[src/rtl/i2c_rf_pkg.sv]
package i2c_rf_pkg;
  typedef enum logic [1:0] {OP_START = 2'd0, OP_WRITE = 2'd1, OP_READ = 2'd2, OP_STOP = 2'd3} op_e;
  typedef enum logic [2:0] {SEL_OWN, SEL_DIV, SEL_CTRL, SEL_STAT, SEL_DATA, SEL_NONE} sel_e;

  localparam int CTL_EN   = 7;
  localparam int CTL_IEN  = 6;
  localparam int CTL_MST  = 5;
  localparam int CTL_TX   = 4;
  localparam int CTL_RSTA = 2;

  localparam int ST_BUSY = 5;
  localparam int ST_AL   = 4;
  localparam int ST_IIF  = 1;
  localparam int ST_NACK = 0;

  localparam logic [7:0] OWN_MASK = 8'hFE;
  localparam logic [7:0] CTL_MASK = 8'hFC;
  localparam logic [7:0] BYTE_IDLE = 8'hFF;
endpackage

[src/rtl/i2c_rf_decode.sv]
module i2c_rf_decode
  import i2c_rf_pkg::*;
#(
  parameter int ADDR_W = 5,
  parameter logic [ADDR_W-1:0] OFF_OWN  = 'h00,
  parameter logic [ADDR_W-1:0] OFF_DIV  = 'h04,
  parameter logic [ADDR_W-1:0] OFF_CTRL = 'h08,
  parameter logic [ADDR_W-1:0] OFF_STAT = 'h0C,
  parameter logic [ADDR_W-1:0] OFF_DATA = 'h10
) (
  input  logic [ADDR_W-1:0] addr_i,
  output sel_e              sel_o
);
  always_comb begin
    if (addr_i == OFF_OWN)       sel_o = SEL_OWN;
    else if (addr_i == OFF_DIV)  sel_o = SEL_DIV;
    else if (addr_i == OFF_CTRL) sel_o = SEL_CTRL;
    else if (addr_i == OFF_STAT) sel_o = SEL_STAT;
    else if (addr_i == OFF_DATA) sel_o = SEL_DATA;
    else                         sel_o = SEL_NONE;
  end
endmodule

[src/rtl/i2c_rf_seq.sv]
module i2c_rf_seq
  import i2c_rf_pkg::*;
(
  input  logic       clk_i,
  input  logic       rst_ni,
  input  logic       launch_i,
  input  op_e        launch_op_i,
  input  logic [7:0] launch_byte_i,
  input  logic       follow_i,
  output logic       cmd_valid_o,
  input  logic       cmd_ready_i,
  output op_e        cmd_op_o,
  output logic [7:0] cmd_data_o,
  input  logic       eng_done_i,
  output logic       done_o,
  output logic       idle_o,
  output logic       resp_o
);
  typedef enum logic [1:0] {S_IDLE, S_ISSUE, S_WAIT, S_RESP} state_e;
  state_e     state_q;
  op_e        op_q;
  logic [7:0] byte_q;

  always_ff @(posedge clk_i or negedge rst_ni) begin
    if (!rst_ni) begin
      state_q <= S_IDLE;
      op_q    <= OP_STOP;
      byte_q  <= '0;
    end else begin
      case (state_q)
        S_IDLE: if (launch_i) begin
          state_q <= S_ISSUE;
          op_q    <= launch_op_i;
          byte_q  <= launch_byte_i;
        end
        S_ISSUE: if (cmd_ready_i) state_q <= S_WAIT;
        S_WAIT: if (eng_done_i) begin
          if (follow_i) begin
            // chained stop after a refused data byte
            state_q <= S_ISSUE;
            op_q    <= OP_STOP;
            byte_q  <= '0;
          end else begin
            state_q <= S_RESP;
          end
        end
        default: state_q <= S_IDLE;
      endcase
    end
  end

  assign cmd_valid_o = (state_q == S_ISSUE);
  assign cmd_op_o    = op_q;
  assign cmd_data_o  = byte_q;
  assign done_o      = (state_q == S_WAIT) && eng_done_i;
  assign idle_o      = (state_q == S_IDLE);
  assign resp_o      = (state_q == S_RESP);
endmodule

[src/rtl/i2c_rf_regs.sv]
module i2c_rf_regs
  import i2c_rf_pkg::*;
#(
  parameter int DIV_W = 6
) (
  input  logic             clk_i,
  input  logic             rst_ni,
  input  logic             acc_i,
  input  logic             we_i,
  input  sel_e             sel_i,
  input  logic [7:0]       wdata_i,
  input  logic             done_i,
  input  op_e              cur_op_i,
  input  logic             eng_ack_i,
  input  logic             eng_lost_i,
  input  logic [7:0]       eng_rdata_i,
  input  logic             resp_i,
  output logic             launch_o,
  output op_e              launch_op_o,
  output logic [7:0]       launch_byte_o,
  output logic             follow_o,
  output logic [7:0]       rdata_o,
  output logic [DIV_W-1:0] div_o,
  output logic             irq_o
);
  localparam int PAD_W = 8 - DIV_W;

  logic [7:0]       own_q, ctrl_q, rd_q;
  logic [DIV_W-1:0] div_q;
  logic             busy_q, al_q, iif_q, nack_q, open_q;

  logic en, ien, mst, tx;
  logic wr_acc, rd_acc, soft_rst, ctl_norm, rd_fetch, ack_ok, raise;
  logic [7:0] ctl_new, stat_w;

  assign en  = ctrl_q[CTL_EN];
  assign ien = ctrl_q[CTL_IEN];
  assign mst = ctrl_q[CTL_MST];
  assign tx  = ctrl_q[CTL_TX];

  assign wr_acc   = acc_i && we_i;
  assign rd_acc   = acc_i && !we_i;
  assign soft_rst = wr_acc && (sel_i == SEL_CTRL) && en && !wdata_i[CTL_EN];
  assign ctl_norm = wr_acc && (sel_i == SEL_CTRL) && !soft_rst;
  assign rd_fetch = mst && open_q && !tx;
  assign ack_ok   = eng_ack_i && !eng_lost_i;
  assign raise    = en && ien;

  always_comb begin
    ctl_new = wdata_i & CTL_MASK;
    if (ctl_new[CTL_MST] && ctl_new[CTL_RSTA] && open_q) ctl_new[CTL_RSTA] = 1'b0;
  end

  always_comb begin
    launch_o      = 1'b0;
    launch_op_o   = OP_STOP;
    launch_byte_o = '0;
    if (wr_acc && (sel_i == SEL_DATA) && en && mst) begin
      launch_o      = 1'b1;
      launch_op_o   = open_q ? OP_WRITE : OP_START;
      launch_byte_o = wdata_i;
    end else if (soft_rst && open_q) begin
      launch_o = 1'b1;
    end else if (ctl_norm && open_q && (!wdata_i[CTL_MST] || wdata_i[CTL_RSTA])) begin
      launch_o = 1'b1;
    end else if (rd_acc && (sel_i == SEL_DATA) && rd_fetch) begin
      launch_o    = 1'b1;
      launch_op_o = OP_READ;
    end
  end

  assign follow_o = done_i && (cur_op_i == OP_WRITE) && !ack_ok;

  always_ff @(posedge clk_i or negedge rst_ni) begin
    if (!rst_ni) begin
      own_q  <= '0;
      div_q  <= '0;
      ctrl_q <= '0;
      rd_q   <= '0;
      busy_q <= 1'b0;
      al_q   <= 1'b0;
      iif_q  <= 1'b0;
      nack_q <= 1'b0;
      open_q <= 1'b0;
    end else begin
      if (wr_acc) begin
        case (sel_i)
          SEL_OWN: own_q <= wdata_i & OWN_MASK;
          SEL_DIV: div_q <= wdata_i[DIV_W-1:0];
          SEL_CTRL: begin
            if (soft_rst) begin
              div_q  <= '0;
              ctrl_q <= '0;
              rd_q   <= '0;
              busy_q <= 1'b0;
              al_q   <= 1'b0;
              iif_q  <= 1'b0;
              nack_q <= 1'b0;
              open_q <= 1'b0;
            end else begin
              ctrl_q <= ctl_new;
              busy_q <= wdata_i[CTL_MST];
              if (!wdata_i[CTL_MST] || wdata_i[CTL_RSTA]) open_q <= 1'b0;
            end
          end
          SEL_STAT: begin
            if (!wdata_i[ST_IIF]) iif_q <= 1'b0;
            if (!wdata_i[ST_AL])  al_q  <= 1'b0;
          end
          default: ;
        endcase
      end
      if (rd_acc && (sel_i == SEL_DATA) && mst && !rd_fetch) rd_q <= BYTE_IDLE;
      if (done_i) begin
        if (eng_lost_i) al_q <= 1'b1;
        case (cur_op_i)
          OP_START: begin
            nack_q <= !ack_ok;
            if (ack_ok) begin
              open_q <= 1'b1;
              if (raise) iif_q <= 1'b1;
            end
          end
          OP_WRITE: begin
            nack_q <= !ack_ok;
            if (ack_ok) begin
              if (raise) iif_q <= 1'b1;
            end else begin
              open_q <= 1'b0;
            end
          end
          OP_READ: begin
            rd_q <= ack_ok ? eng_rdata_i : BYTE_IDLE;
            if (ack_ok && raise) iif_q <= 1'b1;
          end
          default: ;
        endcase
      end
    end
  end

  always_comb begin
    stat_w          = '0;
    stat_w[ST_BUSY] = busy_q;
    stat_w[ST_AL]   = al_q;
    stat_w[ST_IIF]  = iif_q;
    stat_w[ST_NACK] = nack_q;
  end

  always_comb begin
    if (resp_i) begin
      rdata_o = rd_q;
    end else begin
      case (sel_i)
        SEL_OWN:  rdata_o = own_q;
        SEL_DIV:  rdata_o = {{PAD_W{1'b0}}, div_q};
        SEL_CTRL: rdata_o = ctrl_q;
        SEL_STAT: rdata_o = stat_w;
        SEL_DATA: rdata_o = (mst && !rd_fetch) ? BYTE_IDLE : rd_q;
        default:  rdata_o = '0;
      endcase
    end
  end

  assign div_o = div_q;
  assign irq_o = iif_q;
endmodule

[src/rtl/i2c_host_regs.sv]
module i2c_host_regs
  import i2c_rf_pkg::*;
#(
  parameter int ADDR_W = 5,
  parameter int BUS_W  = 16,
  parameter int DIV_W  = 6
) (
  input  logic              clk_i,
  input  logic              rst_ni,
  input  logic              req_i,
  input  logic              we_i,
  input  logic [ADDR_W-1:0] addr_i,
  input  logic [BUS_W-1:0]  wdata_i,
  output logic [BUS_W-1:0]  rdata_o,
  output logic              ready_o,
  output logic              cmd_valid_o,
  input  logic              cmd_ready_i,
  output logic [1:0]        cmd_op_o,
  output logic [7:0]        cmd_data_o,
  input  logic              eng_done_i,
  input  logic              eng_ack_i,
  input  logic              eng_lost_i,
  input  logic [7:0]        eng_rdata_i,
  output logic [DIV_W-1:0]  div_o,
  output logic              irq_o
);
  localparam int HI_W = BUS_W - 8;

  sel_e       sel_w;
  op_e        launch_op_w, cmd_op_w;
  logic [7:0] launch_byte_w, rdata_w;
  logic       launch_w, follow_w, done_w, idle_w, resp_w, acc_w;
  logic       unused_hi;

  assign unused_hi = ^wdata_i[BUS_W-1:8];
  assign acc_w     = idle_w && req_i;

  i2c_rf_decode #(.ADDR_W(ADDR_W)) u_dec (
    .addr_i (addr_i),
    .sel_o  (sel_w)
  );

  i2c_rf_seq u_seq (
    .clk_i         (clk_i),
    .rst_ni        (rst_ni),
    .launch_i      (launch_w),
    .launch_op_i   (launch_op_w),
    .launch_byte_i (launch_byte_w),
    .follow_i      (follow_w),
    .cmd_valid_o   (cmd_valid_o),
    .cmd_ready_i   (cmd_ready_i),
    .cmd_op_o      (cmd_op_w),
    .cmd_data_o    (cmd_data_o),
    .eng_done_i    (eng_done_i),
    .done_o        (done_w),
    .idle_o        (idle_w),
    .resp_o        (resp_w)
  );

  i2c_rf_regs #(.DIV_W(DIV_W)) u_regs (
    .clk_i         (clk_i),
    .rst_ni        (rst_ni),
    .acc_i         (acc_w),
    .we_i          (we_i),
    .sel_i         (sel_w),
    .wdata_i       (wdata_i[7:0]),
    .done_i        (done_w),
    .cur_op_i      (cmd_op_w),
    .eng_ack_i     (eng_ack_i),
    .eng_lost_i    (eng_lost_i),
    .eng_rdata_i   (eng_rdata_i),
    .resp_i        (resp_w),
    .launch_o      (launch_w),
    .launch_op_o   (launch_op_w),
    .launch_byte_o (launch_byte_w),
    .follow_o      (follow_w),
    .rdata_o       (rdata_w),
    .div_o         (div_o),
    .irq_o         (irq_o)
  );

  assign cmd_op_o = cmd_op_w;
  assign ready_o  = (acc_w && !launch_w) || resp_w;
  assign rdata_o  = {{HI_W{1'b0}}, rdata_w};
endmodule

[config.mk]
export PLATFORM = sky130hd
export DESIGN_NAME = i2c_host_regs
export DESIGN_NICKNAME = d
export VERILOG_FILES = /design/src/rtl/i2c_rf_pkg.sv /design/src/rtl/i2c_rf_decode.sv /design/src/rtl/i2c_rf_seq.sv /design/src/rtl/i2c_rf_regs.sv /design/src/rtl/i2c_host_regs.sv
export SDC_FILE = /design/constraint.sdc
export NUM_CORES = 1
export LEC_CHECK = 0
export ABC_AREA = 1
export BUFFER_PORTS_ARGS = -buffer_cell sky130_fd_sc_hd__clkbuf_2
export CAP_MARGIN = 0
export CORE_UTILIZATION = 45
export CTS_BUF_LIST = sky130_fd_sc_hd__clkbuf_8 sky130_fd_sc_hd__clkbuf_16
export DETAILED_ROUTE_END_ITERATION = 6
export HOLD_SLACK_MARGIN = 0.08
export PLACE_DENSITY_LB_ADDON = 0.12
export SYNTH_ARGS = -nofsm -noshare
export SYNTH_HDL_FRONTEND = slang
export SYNTH_HIERARCHICAL = 1
export SYNTH_SLANG_ARGS = --single-unit
[constraint.sdc]
create_clock -name clk_i -period 3.4 [get_ports clk_i]
set_input_delay 0.51 -clock clk_i [delete_from_list [all_inputs] [get_ports clk_i]]
set_output_delay 0.51 -clock clk_i [all_outputs]
set_load 0.01 [all_outputs]
==> flow_results.org, run 1 <==
** Logic synthesis
- In this run, synthesis inferred 0 flip-flops with an integrated enable.
- Yosys attributes the largest share of cell area to sky130_fd_sc_hd__dfrtp_1 39%, sky130_fd_sc_hd__nand2_1 17%, sky130_fd_sc_hd__inv_1 6.7%.
- The synthesized design contains 43 register bits.
- Post-Synthesis Cells :: between 300 and 400
- Warning count from the yosys run :: 6
- Synthesis instantiated 29 different standard cells from the library.
- Averaged over all synthesized cells, the footprint is about 7 sq um.
- Primary FF master, synth :: sky130_fd_sc_hd__dfrtp_1
- Summing every instance area after synthesis gives around 2600 sq um.
- Share of synthesized registers carrying an async set or reset :: 100%
- Sequential element share of the synthesized area :: 40.8%
- The most common cell in the synthesized netlist is sky130_fd_sc_hd__nand2_1.
- Ranking of synthesized cells by instance count :: 118 x sky130_fd_sc_hd__nand2_1, 47 x sky130_fd_sc_hd__inv_1, 47 x sky130_fd_sc_hd__nor2_1
- The largest total area in the synthesized netlist belongs to sky130_fd_sc_hd__dfrtp_1.
- Area share of the leading cell type in the synthesized netlist :: a little under 40%

** STA
- The worst path meets setup with between 0.6 and 0.7 ns of slack.
- Clock period minus worst slack :: roughly 2.8 ns
- Worst slack on hold paths :: ~0.4 ns
- The final critical path takes up roughly four fifths of the cycle.
- Sum Neg Setup Slack :: 0 ns
- Setup violations remaining at the end of the flow were counted as 0.
- The number of pins with negative max-slew slack in the final report came to 0.
- The worst pin sits at a relative slew slack of between 20% and 30%.
- The hold violation count in the final report is 0.
- Worst Tran Pin Value :: around 1.1 ns
- Peak clock frequency supported by timing :: 363 MHz
- Clock tree skew after final layout :: 0.00435 ns
- Setup repair after global routing left no endpoint under its margin.

** Critical path
- Worst reg-to-reg setup slack :: 1.10 ns
- STA puts the critical path data required time at slightly below 3 ns.
- Of all nets on the critical path, the largest fanout is 11.
- STA classifies the critical path startpoint as an input port.
- The endpoint identified for the worst register-to-register timing path is u_seq/cmd_data_o[6].
- Crit Reg-Reg Startpoint :: u_seq/state_q[1]
- STA puts the critical path data arrival time at around 2.2 ns.
- Kind of critical path :: input port to output pin
- Number of cells on the worst reg-to-reg path :: 12
- CP endpoint kind :: output pin

** Final layout
- The post-route netlist has a little under a quarter of its cells at a drive strength greater than 1.
- Once layout is complete, the utilization of the core stands at a little over half.
- Final Non-Filler Cells :: 507
- Inserted Diodes :: 0
- Signed area change from the synthesized netlist to the final layout :: 14.8%
- Final nets :: 472

** Pwr
- Fraction of power consumed by sequential logic :: between 40% and 50%
- Dividing total power by cell area gives a power density of about 550 nW/um^2.
- Fraction of power consumed by combinational cells :: a little under two fifths
- Net switching is about two fifths of the power.
- The clock network is responsible for 19.7% of the overall power.
- For this design the static power due to leakage is approximately 1.7 nW.
- Summed over all nets, the switching power comes to 0.000672 W.
- Maximum ir drop on the vdd rail :: 0.381 mV
- Internal power comes to ~0.00099 W.

** Drt
- The routed layout has about 2500 vias.
- Number of antenna-violating nets in the routed design :: 0
- Drt pass-1 iters :: 4
- Number of vias per cell after detailed routing :: just under 5
- The detailed router finished its first iteration with around 180 violations.
- After detailed routing, the number of remaining DRC violations is 0.
- Summed over all layers, the routed wires come to between 6000 and 7000 microns.
- Average routed wire per standard cell :: between 10 and 15 microns

** CTS
- Latest clock arrival within the worst-skew pair :: around 0.30 ns
- Clock-pin slew was measured on the worst setup and hold paths at approximately 0.070 ns.
- The H-tree was split into 2 levels.
- Resize count post-CTS :: 0
- Clock tree from TritonCTS :: built
- Number of buffers on the longest clock path :: 2
- The tree is rooted in a sky130_fd_sc_hd__clkbuf_8.
- In this run the post-CTS setup repair buffer count came out at 0.
- Number of buffers inserted during clock tree synthesis :: 5
- Hold Buf Count CTS :: 0
- Clock sinks :: between 40 and 50

** Run status
- Outcome :: finished, final reports clean

** Global routing
- The total overflow left after global routing is 0.
- Pin count of the biggest net entering global routing :: 44
- The number of global-route vias before repair was between 2000 and 2500.
- In the global route stage, overall resource usage came out at between 20% and 30%.
- Number of antenna violations at the first check in global routing :: 0
- Global-route wire length before repair :: 10900 microns

** Floorplan
- From bottom edge to top edge, the die measures between 70 and 80 microns.
- Std cell rows :: 27
- Placeable core area :: 5570 sq um
- Die Area :: 6190 sq um
- Once the floorplan was initialized, standard cells occupied a little under half of the core.
- X dimension of the die :: 78.7 microns
- Total I/O pin count :: 72

** Hold path
- The worst hold path belongs to the class input port to async pin.

** Placement
- Summed over all nets, the half-perimeter wirelength after detailed placement is approximately 4800 microns.
- Total of buffers placed on input and output ports :: 55
- OpenSTA, run right after detailed placement, puts the worst setup slack at approximately 0.63 ns.
- Number of placed instances with taps included :: 500
- Routability congestion estimate from global placement :: between 0.8 and 0.9

** Flow run
- Across the run, the number of max-cap violations was 0.
[kinds of logic after synthesis]
family	count (synthesis)	share of synthesized area (%)
AO/OA/AOI/OAI	47	9.56
buffers and inverters	66	11.1
flip-flops	43	40.8
other	1	0.142
AND/OR/NAND/NOR	221	38.4
[layout make-up]
cell class                 count  area, sq um
fill                         575         2540
multi-input combinational    276         1300
sequential                    43         1080
timing repair buffer          56          283
inverter                      53          199
tap                           72         90.1
clock buffer                   6         82.6
clock inverter                 1         5.00
[power groups by stage]
stage	combinational (W)	sequential [W]	clock, W
3_3_place_gp	0.000618	0.000718	0
4_1_cts	0.000634	0.000710	0.000340
3_5_place_dp	0.000631	0.000720	0
2_1_floorplan	0.000416	0.000719	0
5_1_grt	0.000725	0.000725	0.000358
6_report	0.000628	0.000710	0.000328
[how the worst max path moves through the flow]
| stage | slack (ns) | endpoint | depth (start not counted) | from |
|---|---|---|---|---|
| after floorplan | 1.11 | ready_o | 12 | addr_i[1] |
| after global placement | 0.69 | ready_o | 13 | addr_i[1] |
| after detailed placement | 0.63 | ready_o | 13 | addr_i[1] |
| after CTS | 0.62 | ready_o | 13 | addr_i[1] |
| after global routing | 0.44 | ready_o | 13 | addr_i[1] |
| final | 0.65 | ready_o | 13 | addr_i[1] |
[registers in the layout, indices dropped and copies added, names as in the netlist]
register          flops
u_regs/div_o          6
u_seq/cmd_op_o        2
u_regs/ctrl_q         6
u_regs/rd_q           8
u_seq/state_q         2
u_regs/irq_o          1
u_seq/cmd_data_o      8
u_regs/own_q          7
u_regs/nack_q         1
u_regs/al_q           1
u_regs/open_q         1
[per-stage QoR]
step / area (sq um) / power [W]
after floorplan: 2670 / 0.00113
after global placement: 2950 / 0.00134
after detailed placement: 2950 / 0.00135
after CTS: 3040 / 0.00168
after global routing: 3040 / 0.00181
final: 3040 / 0.00167
[cell usage in the layout, fill, tap and decap left out]
cell type,n
sky130_fd_sc_hd__nand4_2,1
sky130_fd_sc_hd__nand3_2,2
sky130_fd_sc_hd__nor2_8,1
sky130_fd_sc_hd__dfrtp_1,41
sky130_fd_sc_hd__nor2_1,47
sky130_fd_sc_hd__or2_1,1
sky130_fd_sc_hd__inv_2,6
sky130_fd_sc_hd__clkbuf_8,6
sky130_fd_sc_hd__clkinv_2,1
sky130_fd_sc_hd__nand3_1,14
sky130_fd_sc_hd__nand4_1,14
sky130_fd_sc_hd__nor2_2,6
sky130_fd_sc_hd__nand3b_2,1
sky130_fd_sc_hd__conb_1,8
sky130_fd_sc_hd__o21ai_1,16
sky130_fd_sc_hd__buf_4,1
sky130_fd_sc_hd__nand2_1,118
sky130_fd_sc_hd__o22ai_1,2
sky130_fd_sc_hd__inv_1,47
sky130_fd_sc_hd__nand2_4,3
sky130_fd_sc_hd__clkbuf_2,55
sky130_fd_sc_hd__o21ai_2,2
sky130_fd_sc_hd__nor2_4,3
sky130_fd_sc_hd__o21ai_0,13
sky130_fd_sc_hd__a21oi_1,13
sky130_fd_sc_hd__nand3b_1,1
sky130_fd_sc_hd__dfstp_2,2
sky130_fd_sc_hd__o22ai_2,1
sky130_fd_sc_hd__nand2_2,9
[metal layers]
| metal | track usage [%] | vias to the layer above | routed length (microns) |
|---|---|---|---|
| li1 | - | 1283 | - |
| met1 | 30.3 | 1105 | 3020 |
| met2 | 37.2 | 73 | 2970 |
| met3 | 4.07 | 5 | 307 |
| met4 | 7.59 | 0 | 59 |
| met5 | 0 | - | 0 |
[critical path, stage by stage]
cell                       delay [ns]
sky130_fd_sc_hd__clkbuf_2        0.09
sky130_fd_sc_hd__nor2_2          0.13
sky130_fd_sc_hd__nand2_2         0.14
sky130_fd_sc_hd__nor2_2          0.29
sky130_fd_sc_hd__inv_2           0.15
sky130_fd_sc_hd__nand2_2         0.13
sky130_fd_sc_hd__nor2_4          0.07
sky130_fd_sc_hd__nand4_2         0.22
sky130_fd_sc_hd__nand4_1         0.19
sky130_fd_sc_hd__inv_1           0.08
sky130_fd_sc_hd__nand3_1         0.06
sky130_fd_sc_hd__nand2_1         0.06
sky130_fd_sc_hd__clkbuf_2        0.12
Power figures use the tool's default switching activity.
==> inputs of run 2 (changes only) <==
==> constraint.sdc (replaced) <==
create_clock -name clk_i -period 2.4 [get_ports clk_i]
set_input_delay 0.36 -clock clk_i [delete_from_list [all_inputs] [get_ports clk_i]]
set_output_delay 0.36 -clock clk_i [all_outputs]
set_load 0.01 [all_outputs]
==> flow_results.org, run 2 (synthesis gave the netlist of run 1 again) <==
** Run status
- The flow ran to the end, and the final reports show no timing, DRC or antenna violations.

** STA
- For the pin with the worst max-slew slack, the measured transition is roughly 0.7 ns.
- Period Utilization, post-route :: between 90% and 100%
- On the final layout, the worst hold slack is 0.0907 ns.
- Number of pins with negative max-slew slack in the final report :: 0
- Setup repair after global routing left no endpoint under its margin.
- Worst max-slew margin expressed relative to the limit :: about 53%
- Sum Neg Setup Slack :: 0 ns
- Worst Slack Setup Final :: 0.181 ns
- On the final layout, the worst clock skew is 0.00923 ns.
- Setup violations remaining at the end of the flow were counted as 0.
- The routed design could run at a clock period as short as between 2 and 2.5 ns.
- The hold violation count in the final report was 0.
- Static timing analysis puts the maximum clock frequency at 451 MHz.

** Floorplan
- Initial core utilization :: between 40% and 50%
- Total I/O pin count :: slightly above 70
- X dimension of the die :: 78.7 microns
- Placeable core area :: approximately 5600 sq um
- The floorplan has 27 rows.
- The die is about 79 microns tall.
- The die covers a little over 6000 sq um.

** CTS
- TritonCTS built the clock tree.
- Number of buffers on the longest clock path :: 2
- Hold Buf Count CTS :: 0
- CTS clock-pin slew for the worst setup and hold paths :: approximately 0.090 ns
- The H-tree generated during clock tree synthesis spans 2 levels.
- Number of buffers inserted during clock tree synthesis :: 5
- Latest clock arrival within the worst-skew pair :: 0.30 ns
- Clock tree synthesis found a total of 43 sinks.
- The tree is rooted in a sky130_fd_sc_hd__clkbuf_8.

** Critical path
- Kind of start point of the critical path :: register
- Counting stages on the worst path, the most repeated cell is sky130_fd_sc_hd__inv_1.
- Worst path bufs/invs :: 4
- Arrival time at the worst endpoint :: ~1.9 ns
- The largest single stage delay on the critical path is about 0.46 ns.
- Required time at the worst-slack endpoint :: around 2.0 ns
- Delay-heaviest family, CP :: simple AND/OR/NAND/NOR gates
- Kind of critical path :: register to output pin
- Critical path peak fanout :: 5
- STA classifies the critical path endpoint as an output pin.
- The slowest stage of the critical path is the sky130_fd_sc_hd__dfrtp_2 cell.
- Cells traversed along the worst timing path :: nor2_4 -> nand2_1 -> inv_1 -> inv_1 -> nor2_1 -> nand4_1 -> nand4_1 -> inv_1 -> nand3_1 -> nand2_1 -> clkbuf_2

** Final layout
- The repair_antennas step left the layout with diodes totalling 0.
- After the last flow step, the layout net total stands at just under 500.
- Most common library cell in the layout ignoring fill and taps :: sky130_fd_sc_hd__nand2_1
- The area growth from synthesis to layout is 21.1%.
- Leaving out filler cells and counting taps, the final layout contains 521.
- The post-route netlist has 26.1% of its cells at a drive strength greater than 1.
- Commonest non-fill, non-tap cells in the layout :: 118 x sky130_fd_sc_hd__nand2_1, 55 x sky130_fd_sc_hd__clkbuf_2, 48 x sky130_fd_sc_hd__inv_1, 46 x sky130_fd_sc_hd__nor2_1, 39 x sky130_fd_sc_hd__dfrtp_1

** Drt
- Drt pass-1 iters :: 4
- Vias after detailed routing :: 2572
- In the routed design, unresolved DRC markers number 0.
- Number of vias per cell after detailed routing :: about 4.9
- For this block, the initial DRC count from the detailed router was about 160.
- For this block, the routed nets add up to 6710 microns of wire.
- The detail route stage leaves a number of antenna-violating nets equal to 0.
- Average routed wire per standard cell :: 12.9 microns

** Pwr
- Power Total :: ~0.0026 W
- Leakage power summed over all cells :: around 1.8 nW
- Power spread over the standard cell area amounts to 822 nW/um^2.
- Maximum ir drop on the vdd rail :: ~0.54 mV

** Global routing
- Global routing consumed, over all layers together, between 20% and 30% of the routing resources.
- Vias in the first global route :: ~2400
- The initial antenna violation count was 0.
- Global-route wire length before repair :: between 10000 and 15000 microns
- Gr ovfl total :: 0
- Entering global routing, the biggest net connects 27 pins.

** Placement
- During placement, the flow inserted port buffers numbering 55.
- Routability congestion estimate from global placement :: between 0.8 and 0.9
- At the placement stage, the worst setup path has a slack of 0.129 ns.
- Number of placed instances with taps included :: just over 500
- Placed wire-length estimate after detailed placement :: 4990 microns

** Flow run
- The tool flagged a number of max-cap violations equal to 0.

** Hold path
- Worst Hold Class :: input port to async pin
## run 2: cell count changes in the layout (fill, tap and decap cells not counted), moves of 2 or more
cell,delta
sky130_fd_sc_hd__buf_4,+12
sky130_fd_sc_hd__bufinv_16,+2
sky130_fd_sc_hd__dfrtp_1,-2
sky130_fd_sc_hd__dfrtp_2,+2
## run 2: metal layers
metal | part of all wire, % | GRT usage, % | vias up
met5 | 0 | 0 | -
li1 | - | - | 1309
met1 | 44 | 29.6 | 1167
met3 | 4.8 | 3.37 | 8
met2 | 50 | 39.4 | 88
met4 | 1.4 | 7.04 | 0
## run 2: timing repair
item	4_1_cts	5_1_grt
setup buffers	0	6
gates resized for setup	0	8
endpoints found under the setup margin	0	11
## run 2: power by group
part | switching, W | leakage [nW] | internal (W) | total [W]
Sequential | 0.000138 | 0.526 | 0.000879 | 0.00102
Combinational | 0.000617 | 1.24 | 0.000338 | 0.000955
Clock | 0.000248 | 0.0695 | 0.000412 | 0.000660
## run 2: layout make-up
| cell class | instances | area (sq um) |
|---|---|---|
| clock buffer | 5 | 68.8 |
| clock inverter | 3 | 63.8 |
| fill | 562 | 2370 |
| inverter | 53 | 201 |
| multi-input combinational | 277 | 1330 |
| sequential | 43 | 1080 |
| tap | 72 | 90.1 |
| timing repair buffer | 68 | 373 |
## run 2: worst paths after layout
check / depth (start not counted) / to / from / slack, ns
max in group asynchronous: 2 / u_regs/ctrl_q[5] / rst_ni / 1.69
min in group clk_i: 3 / u_regs/div_o[0] / wdata_i[0] / 0.30
min: 1 / u_regs/div_o[4] / rst_ni / 0.09
min reg2reg: 2 / u_seq/cmd_data_o[7] / u_seq/cmd_data_o[7] / 0.48
max: 11 / ready_o / u_seq/state_q[1] / 0.18
max reg2reg: 12 / u_seq/cmd_data_o[0] / u_seq/state_q[0] / 0.29
## run 2: through the flow
| stage | util [%] | area (sq um) |
|---|---|---|
| floorplan | - | 2670 |
| global placement | 53.7 | 2990 |
| detailed placement | 53.7 | 2990 |
| CTS | 56.1 | 3130 |
| global route | 57.5 | 3200 |
| finish | 57.5 | 3200 |
